### config.mk
export PLATFORM = sky130hd
export DESIGN_NAME = iso_prime_sched
export DESIGN_NICKNAME = d
export VERILOG_FILES = /design/src/rtl/iso_sched_pkg.sv /design/src/rtl/iso_frame_cmp.sv /design/src/rtl/iso_resp_enc.sv /design/src/rtl/iso_prime_sched.sv
export SDC_FILE = /design/constraint.sdc
export NUM_CORES = 1
export LEC_CHECK = 0
export BUFFER_PORTS_ARGS = -buffer_cell sky130_fd_sc_hd__buf_2
export CELL_PAD_IN_SITES_DETAIL_PLACEMENT = 0
export CELL_PAD_IN_SITES_GLOBAL_PLACEMENT = 1
export CORE_AREA = 2 2 90 92
export CTS_CLUSTER_DIAMETER = 80
export DETAILED_ROUTE_END_ITERATION = 12
export DIE_AREA = 0 0 92 94
export GPL_ROUTABILITY_DRIVEN = 0
export PLACE_DENSITY = 0.9
export SYNTH_ARGS = -nofsm -noshare
export SYNTH_HDL_FRONTEND = slang
export SYNTH_SLANG_ARGS = --single-unit
### constraint.sdc
create_clock -name clk -period 5.8 [get_ports clk]
set_clock_uncertainty 0.15 [all_clocks]
set_input_delay 1.16 -clock clk [delete_from_list [all_inputs] [get_ports clk]]
set_output_delay 1.16 -clock clk [all_outputs]
set_load 0.03 [all_outputs]
### src/rtl/iso_sched_pkg.sv
package iso_sched_pkg;
    typedef enum logic [2:0] {
        ST_IDLE,
        ST_WAIT_ARM,
        ST_FETCH,
        ST_ARMED,
        ST_ACTIVE
    } sched_state_e;

    typedef enum logic [1:0] {
        TOK_OUT   = 2'b00,
        TOK_IN    = 2'b01,
        TOK_SETUP = 2'b10
    } token_e;

    typedef enum logic [1:0] {
        RSP_NONE  = 2'b00,
        RSP_STALL = 2'b01,
        RSP_ZLP   = 2'b10,
        RSP_DATA  = 2'b11
    } resp_e;
endpackage

### src/rtl/iso_frame_cmp.sv
module iso_frame_cmp #(
    parameter int FW = 11
) (
    input  logic [FW-1:0] cur_frame,
    input  logic [FW-1:0] req_target,
    input  logic [FW-1:0] arm_target,
    input  logic [FW-1:0] sched_frame,
    output logic [FW-1:0] next_frame,
    output logic [FW-1:0] eff_target,
    output logic          eff_is_next,
    output logic          arm_hit,
    output logic          due_hit
);
    localparam logic [FW-1:0] ONE = FW'(1);

    logic [FW-1:0] prev_of_arm;

    always_comb begin
        next_frame  = cur_frame + ONE;
        prev_of_arm = arm_target - ONE;
        // a target equal to the running frame slips to the next frame
        eff_target  = (req_target == cur_frame) ? next_frame : req_target;
        eff_is_next = (eff_target == next_frame);
        arm_hit     = (cur_frame == prev_of_arm);
        due_hit     = (cur_frame == sched_frame);
    end
endmodule

### src/rtl/iso_resp_enc.sv
module iso_resp_enc
    import iso_sched_pkg::*;
(
    input  logic [1:0] tok_type,
    input  logic       stalled,
    input  logic       due,
    output logic [1:0] code
);
    always_comb begin
        unique case (tok_type)
            TOK_SETUP: code = RSP_STALL;
            TOK_IN:    code = stalled ? RSP_STALL : (due ? RSP_DATA : RSP_ZLP);
            default:   code = RSP_NONE;
        endcase
    end
endmodule

### src/rtl/iso_prime_sched.sv
module iso_prime_sched
    import iso_sched_pkg::*;
#(
    parameter int FRAME_W = 11
) (
    input  logic               clk,
    input  logic               rst_n,
    input  logic [FRAME_W-1:0] frame_idx,
    input  logic               sof,
    input  logic               prime_req,
    input  logic [FRAME_W-1:0] prime_target,
    input  logic               fetch_done,
    input  logic               ep_stall,
    input  logic               token_valid,
    input  logic [1:0]         token_type,
    output logic               fetch_req,
    output logic               primed,
    output logic               resp_valid,
    output logic [1:0]         resp_code,
    output logic               deliv_valid,
    output logic [FRAME_W-1:0] deliv_frame
);
    localparam logic [FRAME_W-1:0] ONE = FRAME_W'(1);

    sched_state_e       state_q, state_d;
    logic [FRAME_W-1:0] target_q, target_d;
    logic [FRAME_W-1:0] sched_q, sched_d;
    logic               pend_q, pend_d;

    logic [FRAME_W-1:0] next_frame, eff_target;
    logic               eff_is_next, arm_hit, due_hit;
    logic               due, deliver, pend_set;
    logic [1:0]         enc_code;

    iso_frame_cmp #(.FW(FRAME_W)) u_cmp (
        .cur_frame   (frame_idx),
        .req_target  (prime_target),
        .arm_target  (target_q),
        .sched_frame (sched_q),
        .next_frame  (next_frame),
        .eff_target  (eff_target),
        .eff_is_next (eff_is_next),
        .arm_hit     (arm_hit),
        .due_hit     (due_hit)
    );

    assign due = (state_q == ST_ACTIVE) || ((state_q == ST_ARMED) && due_hit);

    iso_resp_enc u_enc (
        .tok_type (token_type),
        .stalled  (ep_stall),
        .due      (due),
        .code     (enc_code)
    );

    assign deliver  = token_valid && (token_type == TOK_IN) && !ep_stall && due;
    assign pend_set = prime_req && (state_q != ST_IDLE);

    // next-state logic
    always_comb begin
        state_d  = state_q;
        target_d = target_q;
        sched_d  = sched_q;
        pend_d   = pend_q || pend_set;
        unique case (state_q)
            ST_IDLE: begin
                if (prime_req) begin
                    target_d = eff_target;
                    if (eff_is_next) begin
                        state_d = ST_FETCH;
                        sched_d = eff_target;
                    end else begin
                        state_d = ST_WAIT_ARM;
                    end
                end
            end
            ST_WAIT_ARM: begin
                if (arm_hit) begin
                    state_d = ST_FETCH;
                    sched_d = target_q;
                end
            end
            ST_FETCH: begin
                if (sof) begin
                    sched_d = sched_q + ONE;
                end
                if (fetch_done) begin
                    state_d = ST_ARMED;
                end
            end
            ST_ARMED: begin
                if (due_hit) begin
                    state_d = ST_ACTIVE;
                end
            end
            ST_ACTIVE: begin
                state_d = ST_ACTIVE;
            end
            default: begin
                state_d = ST_IDLE;
            end
        endcase
        if (deliver) begin
            if (pend_q || pend_set) begin
                state_d = ST_FETCH;
                sched_d = next_frame;
                pend_d  = 1'b0;
            end else begin
                state_d = ST_IDLE;
            end
        end
    end

    // state register
    always_ff @(posedge clk or negedge rst_n) begin
        if (!rst_n) begin
            state_q  <= ST_IDLE;
            target_q <= '0;
            sched_q  <= '0;
            pend_q   <= 1'b0;
        end else begin
            state_q  <= state_d;
            target_q <= target_d;
            sched_q  <= sched_d;
            pend_q   <= pend_d;
        end
    end

    // outputs
    always_ff @(posedge clk or negedge rst_n) begin
        if (!rst_n) begin
            resp_valid  <= 1'b0;
            resp_code   <= RSP_NONE;
            deliv_valid <= 1'b0;
            deliv_frame <= '0;
        end else begin
            resp_valid  <= token_valid;
            resp_code   <= token_valid ? enc_code : RSP_NONE;
            deliv_valid <= deliver;
            if (deliver) begin
                deliv_frame <= frame_idx;
            end
        end
    end

    assign fetch_req = (state_q == ST_FETCH);
    assign primed    = (state_q == ST_ARMED) || (state_q == ST_ACTIVE);
endmodule

==> flow_summary.toml <==
[cells_and_area]
final_cell_area_um2 = 3810
layout.nets = 486
nFillCells = 754
final_cell_mix = "buf_2, nand2_1, dfrtp_1, xnor2_1"
layout-drive-gt1-share_pct = 19.3
regArea_um2 = 1030
multi_input_area_um2 = 2260
utilization_pct = 50.1
final_common_cell = "buf_2"
antenna_cells = 0
synthToLayoutAreaGrowth_pct = 7.74
fin_cells = 553

[worst_setup_path]
cp_max_fo = 12
worstSetupEndpointType = "register"
path_class = "in -> reg"
start_kind = "primary input"
crit_arrival_ns = 4.00
cp_data_required_time_ns = 5.81

[timing]
rsz0062_at_grt = "no"
fin_tns_setup_ns = 0
fin_hold_ws_ns = 0.350
hold_viol = 0
worst_slack_ns = 1.81
setup_viol = 0
fin_crit_ns = 3.99
final_max_slew_viol_count = 0
post-route-period-util_pct = 68.7
tightestPinTransition_ns = 1.17
max-slew-margin-rel_pct = 21.5
max_freq_ghz = 0.251

[synth]
ys_ff_latch = 41
ys_warn_count = 0
synth_cell_types = 68
synth_fa_ha_area_share_pct = 1.77
synthTopCellsByArea = "dfrtp_1, xnor2_1, nand2_1"
synth-simple-area-share_pct = 24.0
synth_compound_area_share_pct = 19.7
synthXorXnorAreaFrac_pct = 12.5
ys.flop_type = "dfrtp_1"
synth.area.mux_share_pct = 5.80
ys_seq_area_share_pct = 29.0
async_reset_ff_share_pct = 100
synth_edf_count = 0
synth_cells = 424
synth_nets = 460
avgSynthCellArea_um2 = 8.35
synth_top_area_share_pct = 29.0
synth_top_family_by_area = "simple AND/OR/NAND/NOR gates"
syn-cell-area_um2 = 3540
synth_area_leader_cell = "dfrtp_1"

[placed_design]
dp_hpwl_um = 8180
placedCellCount = 545
io_buffers = 47
placed_area_um2 = 3730
place_ws_ns = 1.57

[power_and_ir_drop]
power_mw = 1.16
powerDensity_nw_per_um2 = 304
power_leakage_nw = 1.58
worst_ir_drop_vdd_mv = 0.206

[worst_hold_path]
holdCritPathClass = "reg -> reg"

[die]
core.rowCount = 32
fp.dieW_um = 92
io_pins = 48
die_y_um = 94
fp.dieArea_um2 = 8650
start_util_pct = 46.5
core-area_um2 = 7610

[grt]
grt_pass1_vias = 3273
grt_usage_pct = 26.2
antenna_found_initial = 0
overflow = 0
grt_max_degree = 42
grt_pass1_wl_um = 17700

[drt]
ant_nets = 0
vias = 3377
wire_per_inst_um = 19.4
drtPass1Iterations = 7
drt_iter0_markers = 376
routed_wl_um = 10700
remaining_drc_errors = 0
via_per_inst = 6.11

[clock_tree]
cts_tree = "yes"
numCtsBuffers = 5
clockRootBuffer = "clkbuf_8"
insertion_delay_ns = 0.30
ctsHoldBuffers = 0
post_cts_buffers = 0
cts-htree-levels = 2
cts_buffer_depth = 2
cts.sinks = 41
cts.clk_slew.worst_paths_ns = 0.09
cts_resized = 0

[outcome]
outcome = "finished clean"

[job]
max-cap-violations = 0
state kept, by name, summed over array words and instances (netlist names):
register     cells
deliv_frame     11
sched_q         11
target_q        11
state_q          3
resp_code        2
deliv_valid      1
pend_q           1
resp_valid       1
critical path, stage by stage:
cell and delay, ns:
buf_2 0.19, ha_1 0.26, and4_1 0.30, and4_1 0.26
xnor2_1 0.15, nor2_1 0.10, a31oi_1 0.84, nor2_1 0.20
a2111oi_0 0.44, a221oi_1 0.09
metal layers:
layer | vias up | routed length, µm | GRT usage [%] | share of wire, %
met5 | - | 0 | 0 | 0
met4 | 0 | 320 | 9.33 | 3.0
met3 | 24 | 988 | 6.50 | 9.2
met2 | 207 | 4870 | 41.5 | 45
met1 | 1557 | 4550 | 34.7 | 42
li1 | 1589 | - | - | -
logic make-up after synthesis:
group | count (synthesis)
xor gates and xnor gates | 49
and+or+nand+nor | 158
buffers and inverters | 48
AOI/OAI and AO/OA | 104
adders and majority gates | 5
DFF | 41
muxes | 19
layout make-up:
| class | count | area share (%) |
|---|---|---|
| multi-input cells | 335 | 59.3 |
| flip-flops and latches | 41 | 26.9 |
| repair buffers | 48 | 6.37 |
| well taps | 102 | 3.35 |
| clock buffers | 7 | 2.00 |
| inverters | 19 | 1.87 |
| clock inverters | 1 | 0.197 |
worst paths after layout:
| check | from | endpoint | slack [ns] | depth (start not counted) |
|---|---|---|---|---|
| setup / recovery | frame_idx[0] | sched_q[5] | 1.81 | 10 |
| hold / removal | pend_q | pend_q | 0.35 | 2 |
| setup reg to reg | target_q[0] | sched_q[9] | 2.27 | 10 |
| hold reg to reg | pend_q | pend_q | 0.35 | 2 |
| max in group asynchronous | rst_n | state_q[2] | 4.04 | 1 |
| min in group asynchronous | rst_n | target_q[5] | 0.85 | 1 |
synth_stat cells, types with 5 or more instances:
| master | number |
|---|---|
| o31ai_1 | 9 |
| nor3_1 | 22 |
| dfrtp_1 | 41 |
| xnor2_1 | 36 |
| a21oi_1 | 20 |
| nand3_1 | 12 |
| nand2b_1 | 5 |
| mux2_2 | 12 |
| o21ai_0 | 28 |
| nor2b_1 | 5 |
| nor2_1 | 28 |
| o211ai_1 | 6 |
| xor2_1 | 12 |
| a31oi_1 | 5 |
| a211oi_1 | 7 |
| nand2_1 | 41 |
| buf_2 | 5 |
| clkbuf_1 | 15 |
| ha_1 | 5 |
| mux2i_1 | 7 |
| inv_1 | 19 |
| nand4_1 | 13 |
power by group:
group	switching, mW	internal (mW)	total [mW]
clock	0.112	0.0855	0.197
combinational	0.301	0.214	0.514
sequential	0.114	0.335	0.449
No activity file was read; power rests on OpenSTA's default activity.
